**src/rtl/frf_pkg.sv**
```systemverilog
package frf_pkg;
  localparam int ADDR_W     = 32;
  localparam int DESC_WORDS = 4;
  localparam int OWN_BIT    = 31;
  localparam int SKIP_W     = 3;

  typedef enum logic [2:0] {
    SEL_CTRL = 3'd0, SEL_BASE = 3'd1, SEL_LEN = 3'd2,
    SEL_TAIL = 3'd3, SEL_SKIP = 3'd4, SEL_STAT = 3'd5
  } frf_sel_e;

  typedef enum logic [2:0] {
    ST_IDLE, ST_CHECK, ST_RREQ, ST_RWAIT, ST_PRES, ST_WB, ST_SUSP, ST_TAIL
  } frf_state_e;

  // bytes between consecutive descriptors
  function automatic logic [ADDR_W-1:0] frf_stride(input logic [SKIP_W-1:0] skip);
    return ADDR_W'((DESC_WORDS + int'(skip)) * 4);
  endfunction

  // byte address of one word inside the current descriptor
  function automatic logic [ADDR_W-1:0] frf_word_addr(input logic [ADDR_W-1:0] cur,
                                                     input logic [1:0] w);
    return cur + {{(ADDR_W-4){1'b0}}, w, 2'b00};
  endfunction
endpackage

```
**src/rtl/frf_cfg_regs.sv**
```systemverilog
module frf_cfg_regs
  import frf_pkg::*;
#(
  parameter int LEN_W = 16
) (
  input  logic              clk,
  input  logic              rst_n,
  input  logic              cfg_we,
  input  logic [2:0]        cfg_sel,
  input  logic [31:0]       cfg_wdata,
  input  logic              flag_set,
  output logic              run,
  output logic              start,
  output logic              tail_wr,
  output logic [ADDR_W-1:0] base,
  output logic [LEN_W-1:0]  len,
  output logic [ADDR_W-1:0] tail,
  output logic [SKIP_W-1:0] skip,
  output logic              flag
);
  logic flag_clr;

  assign tail_wr  = cfg_we && (cfg_sel == SEL_TAIL);
  assign start    = cfg_we && (cfg_sel == SEL_CTRL) && cfg_wdata[0] && !run;
  assign flag_clr = cfg_we && (cfg_sel == SEL_STAT) && cfg_wdata[0];

  always_ff @(posedge clk) begin
    if (!rst_n) begin
      run  <= 1'b0;
      base <= '0;
      len  <= '0;
      tail <= '0;
      skip <= '0;
      flag <= 1'b0;
    end else begin
      if (cfg_we) begin
        case (cfg_sel)
          SEL_CTRL: run  <= cfg_wdata[0];
          SEL_BASE: base <= cfg_wdata;
          SEL_LEN:  len  <= cfg_wdata[LEN_W-1:0];
          SEL_TAIL: tail <= cfg_wdata;
          SEL_SKIP: skip <= cfg_wdata[SKIP_W-1:0];
          default: ;
        endcase
      end
      // a new suspension outranks a clear in the same cycle
      if (flag_set)      flag <= 1'b1;
      else if (flag_clr) flag <= 1'b0;
    end
  end

  assert_flag_set_R6: assert property (@(posedge clk) disable iff (!rst_n)
    flag_set |=> flag);
  assert_flag_sticky_R6: assert property (@(posedge clk) disable iff (!rst_n)
    (flag && !flag_clr) |=> flag);
  assert_flag_clear_R7: assert property (@(posedge clk) disable iff (!rst_n)
    (flag_clr && !flag_set) |=> !flag);
endmodule

```
**src/rtl/frf_fetch_engine.sv**
```systemverilog
module frf_fetch_engine
  import frf_pkg::*;
#(
  parameter int LEN_W = 16
) (
  input  logic              clk,
  input  logic              rst_n,
  input  logic              run,
  input  logic              start,
  input  logic              tail_wr,
  input  logic [ADDR_W-1:0] base,
  input  logic [LEN_W-1:0]  len,
  input  logic [ADDR_W-1:0] tail,
  input  logic [SKIP_W-1:0] skip,
  output logic              flag_set,
  output logic              mem_req_valid,
  input  logic              mem_req_ready,
  output logic              mem_req_write,
  output logic [ADDR_W-1:0] mem_req_addr,
  output logic [31:0]       mem_req_wdata,
  input  logic              mem_rsp_valid,
  input  logic [31:0]       mem_rsp_data,
  output logic              desc_valid,
  output logic [ADDR_W-1:0] desc_addr,
  output logic [DESC_WORDS*32-1:0] desc_data,
  input  logic              desc_done,
  output logic [ADDR_W-1:0] cur_addr
);
  localparam logic [31:0] OWN_MASK = 32'h1 << OWN_BIT;

  frf_state_e        st;
  logic [ADDR_W-1:0] cur;
  logic [LEN_W-1:0]  idx;
  logic [1:0]        wsel;
  logic [31:0]       words [DESC_WORDS];
  logic              wake_pend;
  logic              rd_pend;

  // named events
  logic at_tail, rd_acc, wb_acc, rsp_last, owned, wrap_now;
  logic [ADDR_W-1:0] next_cur;
  logic [LEN_W:0]    idx_inc;

  assign at_tail  = (cur == tail);
  assign rd_acc   = mem_req_valid && mem_req_ready && !mem_req_write;
  assign wb_acc   = mem_req_valid && mem_req_ready && mem_req_write;
  assign rsp_last = (st == ST_RWAIT) && mem_rsp_valid && (wsel == 2'd3);
  assign owned    = mem_rsp_data[OWN_BIT];
  assign flag_set = rsp_last && !owned;
  assign idx_inc  = {1'b0, idx} + 1'b1;
  assign wrap_now = (idx_inc >= {1'b0, len});
  assign next_cur = wrap_now ? base : cur + frf_stride(skip);

  assign mem_req_valid = (st == ST_RREQ) || (st == ST_WB);
  assign mem_req_write = (st == ST_WB);
  assign mem_req_addr  = frf_word_addr(cur, (st == ST_WB) ? 2'd3 : wsel);
  assign mem_req_wdata = words[3] & ~OWN_MASK;
  assign desc_valid    = (st == ST_PRES);
  assign desc_addr     = cur;
  assign cur_addr      = cur;

  genvar g;
  generate
    for (g = 0; g < DESC_WORDS; g++) begin : g_pack
      assign desc_data[g*32 +: 32] = words[g];
    end
  endgenerate

  always_ff @(posedge clk) begin
    if (!rst_n) begin
      st        <= ST_IDLE;
      cur       <= '0;
      idx       <= '0;
      wsel      <= '0;
      wake_pend <= 1'b0;
      rd_pend   <= 1'b0;
      for (int i = 0; i < DESC_WORDS; i++) words[i] <= '0;
    end else begin
      if (tail_wr)              wake_pend <= 1'b1;
      else if (st == ST_CHECK)  wake_pend <= 1'b0;

      if (rd_acc)             rd_pend <= 1'b1;
      else if (mem_rsp_valid) rd_pend <= 1'b0;

      case (st)
        ST_IDLE:  if (run) st <= ST_CHECK;
        ST_CHECK: begin
          if (!run)        st <= ST_IDLE;
          else if (at_tail) st <= ST_TAIL;
          else begin
            st   <= ST_RREQ;
            wsel <= 2'd0;
          end
        end
        ST_RREQ:  if (mem_req_ready) st <= ST_RWAIT;
        ST_RWAIT: if (mem_rsp_valid) begin
          words[wsel] <= mem_rsp_data;
          if (wsel == 2'd3) st <= owned ? ST_PRES : ST_SUSP;
          else begin
            wsel <= wsel + 2'd1;
            st   <= ST_RREQ;
          end
        end
        ST_PRES:  if (desc_done) st <= ST_WB;
        ST_WB:    if (mem_req_ready) begin
          cur <= next_cur;
          idx <= wrap_now ? '0 : idx_inc[LEN_W-1:0];
          st  <= ST_CHECK;
        end
        ST_SUSP, ST_TAIL: begin
          if (!run)                       st <= ST_IDLE;
          else if (wake_pend || tail_wr)  st <= ST_CHECK;
        end
        default: st <= ST_IDLE;
      endcase

      if (start) begin
        cur <= base;
        idx <= '0;
      end
    end
  end

  assert_one_read_R2: assert property (@(posedge clk) disable iff (!rst_n)
    (mem_req_valid && !mem_req_write) |-> !rd_pend);
  assert_req_hold_R2: assert property (@(posedge clk) disable iff (!rst_n)
    (mem_req_valid && !mem_req_ready) |=> (mem_req_valid && $stable(mem_req_addr)));
  assert_tail_gate_R3: assert property (@(posedge clk) disable iff (!rst_n)
    ($rose(mem_req_valid) && !mem_req_write && wsel == 2'd0) |-> ($past(cur) != $past(tail)));
  assert_desc_hold_R5: assert property (@(posedge clk) disable iff (!rst_n)
    (desc_valid && !desc_done) |=> (desc_valid && $stable(desc_addr) && $stable(desc_data)));
  assert_wb_own_clear_R8: assert property (@(posedge clk) disable iff (!rst_n)
    (mem_req_valid && mem_req_write) |-> (!mem_req_wdata[OWN_BIT] && mem_req_addr == desc_addr + 32'd12));
  assert_suspend_quiet_R6: assert property (@(posedge clk) disable iff (!rst_n)
    (st == ST_SUSP && !tail_wr && !wake_pend) |=> !mem_req_valid);
endmodule

```
**src/rtl/frf_ring_fetch.sv**
```systemverilog
module frf_ring_fetch
  import frf_pkg::*;
#(
  parameter int LEN_W = 16
) (
  input  logic         clk,
  input  logic         rst_n,
  input  logic         cfg_we,
  input  logic [2:0]   cfg_sel,
  input  logic [31:0]  cfg_wdata,
  output logic         mem_req_valid,
  input  logic         mem_req_ready,
  output logic         mem_req_write,
  output logic [31:0]  mem_req_addr,
  output logic [31:0]  mem_req_wdata,
  input  logic         mem_rsp_valid,
  input  logic [31:0]  mem_rsp_data,
  output logic         desc_valid,
  output logic [31:0]  desc_addr,
  output logic [127:0] desc_data,
  input  logic         desc_done,
  output logic         unavail_flag,
  output logic [31:0]  dbg_cur_addr
);
  logic              run, start, tail_wr, flag_set;
  logic [ADDR_W-1:0] base, tail;
  logic [LEN_W-1:0]  len;
  logic [SKIP_W-1:0] skip;

  frf_cfg_regs #(.LEN_W(LEN_W)) u_regs (
    .clk(clk), .rst_n(rst_n), .cfg_we(cfg_we), .cfg_sel(cfg_sel),
    .cfg_wdata(cfg_wdata), .flag_set(flag_set), .run(run), .start(start),
    .tail_wr(tail_wr), .base(base), .len(len), .tail(tail), .skip(skip),
    .flag(unavail_flag)
  );

  frf_fetch_engine #(.LEN_W(LEN_W)) u_eng (
    .clk(clk), .rst_n(rst_n), .run(run), .start(start), .tail_wr(tail_wr),
    .base(base), .len(len), .tail(tail), .skip(skip), .flag_set(flag_set),
    .mem_req_valid(mem_req_valid), .mem_req_ready(mem_req_ready),
    .mem_req_write(mem_req_write), .mem_req_addr(mem_req_addr),
    .mem_req_wdata(mem_req_wdata), .mem_rsp_valid(mem_rsp_valid),
    .mem_rsp_data(mem_rsp_data), .desc_valid(desc_valid),
    .desc_addr(desc_addr), .desc_data(desc_data), .desc_done(desc_done),
    .cur_addr(dbg_cur_addr)
  );
endmodule

```
**config.mk**
```make
export PLATFORM = sky130hd
export DESIGN_NAME = frf_ring_fetch
export DESIGN_NICKNAME = d
export VERILOG_FILES = /design/src/rtl/frf_pkg.sv /design/src/rtl/frf_cfg_regs.sv /design/src/rtl/frf_fetch_engine.sv /design/src/rtl/frf_ring_fetch.sv
export SDC_FILE = /design/constraint.sdc
export NUM_CORES = 1
export LEC_CHECK = 0
export BUFFER_PORTS_ARGS = -buffer_cell sky130_fd_sc_hd__buf_2
export CAP_MARGIN = 20
export CORE_MARGIN = 3
export CORE_UTILIZATION = 53
export CTS_CLUSTER_DIAMETER = 200
export DETAILED_ROUTE_END_ITERATION = 7
export GPL_ROUTABILITY_DRIVEN = 1
export GPL_TIMING_DRIVEN = 0
export PLACE_DENSITY = 0.89
export SLEW_MARGIN = 30
export SYNTH_ARGS = -nofsm -noshare
export SYNTH_HDL_FRONTEND = slang
export SYNTH_SLANG_ARGS = --single-unit
export TNS_END_PERCENT = 10
```
**constraint.sdc**
```tcl
create_clock -name clk -period 4.85 [get_ports clk]
set_clock_uncertainty 0.15 [all_clocks]
set_input_delay 0.97 -clock clk [delete_from_list [all_inputs] [get_ports clk]]
set_output_delay 0.97 -clock clk [all_outputs]
set_load 0.02 [all_outputs]
```
==> flow_summary.yaml <==
routing:
  drtPass1Iterations: 5
  route.detailed.drc: 0
  wl_per_cell_um: 19.70
  ant_nets: 0
  vias_per_cell: 5.554
  vias: 11090
  routed_wl_um: 39340
  drtIter0Drc: 919
synth:
  syn_area_sq_um: 12620
  ys_seq_area_frac: 0.5252
  synth_edf_count: 128
  ys_seq_elements: 267
  ys_types: 61
  syn-num-nets: 1400
  synth_area_per_cell_sq_um: 9.698
  synth_top_cell_area_share: 0.3046
  synth_warnings: 0
  yosys-top-cells-area: "edfxtp_1, dfxtp_1, and2_1, nand2_1, xnor2_1"
  async_flop_share: 0
  yosysMostFrequentCell: "nand2_1"
  synth_ff_type: "dfxtp_1"
  synthCells: 1301
  yosys-top-cells-count: "nand2_1, dfxtp_1, and2_1, edfxtp_1, a21oi_1"
  yosysTopAreaCell: "edfxtp_1"
pwr:
  power_switching_mw: 1.205
  p_int_mw: 3.686
  power_mw: 4.891
  p_seq_frac: 0.502
  swShare: 0.2464
  p_clk_frac: 0.403
  combPwrFrac: 0.095
  peakVddDrop_mv: 0.2832
  p_per_area_nw_per_um2: 312.5
  p_leak_nw: 6.638
worst_setup_path:
  cp.required_ns: 3.73
  cp_num_buf_inv: 4
  endpoint: "mem_req_addr[31]"
  cp_num_cells: 12
  crit_fanout: 10
  arrival_ns: 3.47
  worstSetupStartpointType: "flip-flop"
  r2r_start: "u_eng.idx[0]"
  timing.rr.end: "u_eng.cur_addr[18]"
  critPathMaxStageDelay_ns: 0.43
  cp_slowest_cell: "or3_1"
  crit_path_end_kind: "output pin"
  worstPathCellList: "clkbuf_2 > inv_1 > nand3_1 > nand2b_1 > ha_1 > a21o_1 > nand4_1 > or2_2 > clkbuf_1 > or3_1 > xnor2_1 > buf_2"
  critPathKind: "reg2out"
  cp_top_family: "simple AND/OR/NAND/NOR gates"
  r2r_slack_ns: 0.59
  r2r_cells: 14
  critPathLaunch: "u_eng.st[1]"
sta:
  drv_slew: 0
  hold_viol: 0
  setup-tns-final_ns: 0
  rsz0062_at_grt: "no"
  period_needed_ns: 4.591
  fmax_ghz: 0.2178
  setup_violations: 0
  tightest_slew_ns: 0.8059
  layout_worst_path_cycle_share: 0.9466
  max_slew_margin: 0.4578
flow_run:
  maxCapViolCount: 0
die:
  ios: 333
  fp.coreArea_sq_um: 22980
  die_area_sq_um: 25690
  chipWidth_um: 160.3
  initial_core_util: 0.5489
  rows: 55
  die_h_um: 160.3
placement:
  dp.cells: 1947
  dpl-instance-area_sq_um: 14790
  dp_hpwl_um: 30380
  gp_congestion: 0.9651
  place.port_buffers: 329
clocking:
  clk_latency_ns: 0.54
  numCtsBuffers: 27
  clock-sinks: 267
  h-tree-depth: 1
  cts-root-buf: "clkbuf_16"
  cts.clk_slew.worst_paths_ns: 0.06
  cts_tree: "built"
  clock_path_buffers: 3
  hold_buffers: 0
cells_and_area:
  fin_nets: 1761
  fin_cells: 1997
  regArea_sq_um: 6626
  nFillCells: 1785
  layout-drive-gt1-share: 0.2778
  fin_area_sq_um: 15650
  multi_input_area_sq_um: 5121
  area_delta_synth_final_pct: 24.05
global_routing:
  grt_first_pass_wirelength_um: 60040
  grt_max_degree: 24
  grt-ovfl-total: 0
  grt_usage: 0.2934
  grt_pass1_vias: 10900
  antenna_found_initial: 3
hold_path:
  holdPathStages: 2
  hold_path.class: "reg2reg"
run_status:
  outcome: "finished, final reports clean"
how the worst min path moves through the flow:
stage,startpoint,to,slack [ns]
floorplan,u_regs.base[17],u_regs.base[17],0.29
global placement,u_regs.base[1],u_eng.cur_addr[1],0.29
detailed placement,u_regs.len[5],u_regs.len[5],0.30
CTS,u_regs.len[7],u_regs.len[7],0.31
global route,u_regs.len[10],u_regs.len[10],0.33
finish,u_regs.base[10],u_regs.base[10],0.31
power groups by stage:
stage	registers [mW]	logic (mW)	clock network (mW)
2_1_floorplan	2.55	0.208	0
3_3_place_gp	2.51	0.431	0
3_5_place_dp	2.50	0.455	0
4_1_cts	2.46	0.459	1.98
5_1_grt	2.46	0.495	2.07
6_report	2.46	0.462	1.97
worst register-to-register path: stages, from the launching register on:
cell and delay, ns:
dfxtp_1 0.43, ha_1 0.28, and2_1 0.21, and4_1 0.29, nand4_1 0.13, xnor2_1 0.28
ha_1 0.31, nand2_1 0.10, nor3_1 0.07, a221oi_1 0.41, nand2_1 0.21, o31ai_1 0.27
buf_2 0.29, clkbuf_1 0.49, o21ai_0 0.20
stage by stage:
step	setup slack [ns]	utilization	hold slack, ns
after floorplan	0.5732	-	0.2857
after global placement	-0.9735	0.6376	0.2950
after detailed placement	0.3571	0.6436	0.2975
after CTS	0.1236	0.6800	0.3082
after global routing	0.03027	0.6809	0.3294
final	0.2588	0.6809	0.3083
flip-flops by register name (all words and copies together) (netlist names):
name and count:
u_regs.skip 3, u_eng.cur_addr 32, u_regs.tail 32, u_regs.flag 1, u_eng.idx 16, u_eng.st 3, u_regs.len 16, u_eng.wake_pend 1
u_eng.words 128, u_regs.base 32, u_regs.run 1, u_eng.wsel 2
kinds of logic after synthesis:
group | after synthesis | share of synthesized area
muxes | 6 | 0.004760
xor gates and xnor gates | 101 | 0.07011
and+or+nand+nor | 546 | 0.2145
other | 1 | 0.0002972
adders and majority gates | 26 | 0.02697
buffers and inverters | 173 | 0.07269
DFF | 267 | 0.5252
AOI/OAI and AO/OA | 181 | 0.08548
what timing repair did:
item	in CTS	in global routing
cloned	0	0
setup buffers	0	0
endpoints found under the setup margin	5	4
hold endpoints to repair	0	0
resized for setup	3	4
placed cells by master, fill, tap and decap left out, types with 5 or more instances in the layout:
cell type and count:
a211oi_1 20, a21oi_1 98, a22oi_1 10, and2_1 134
and3_1 7, and4_1 9, buf_2 333, buf_4 68
clkbuf_1 75, clkbuf_16 27, clkinv_2 6, dfxtp_1 139
edfxtp_1 128, ha_1 24, inv_1 24, mux2i_1 6
nand2_1 214, nand2b_1 9, nand3_1 30, nand4_1 26
nor2_1 70, nor3_1 10, nor3b_1 6, nor4_1 6
o21ai_0 22, o31ai_1 5, or2_2 5, xnor2_1 80
xor2_1 21
routing by layer:
layer | global-route usage | vias to the layer above | wire [um]
met2 | 0.5271 | 621 | 19900
met3 | 0.05700 | 104 | 3654
li1 | - | 5082 | -
met4 | 0.09783 | 0 | 1330
met1 | 0.3538 | 5285 | 14450
met5 | 0 | - | 0
cell type report:
type / instances / area share
Sequential cell: 267 / 0.4234
Multi-Input combinational cell: 861 / 0.3272
Timing Repair Buffer: 333 / 0.1122
Buffer: 147 / 0.05252
Clock buffer: 34 / 0.04613
Tap cell: 313 / 0.02502
Clock inverter: 14 / 0.007035
Inverter: 25 / 0.005996
Antenna cell: 3 / 0.0004797
No activity file was read; power rests on OpenSTA's default activity.
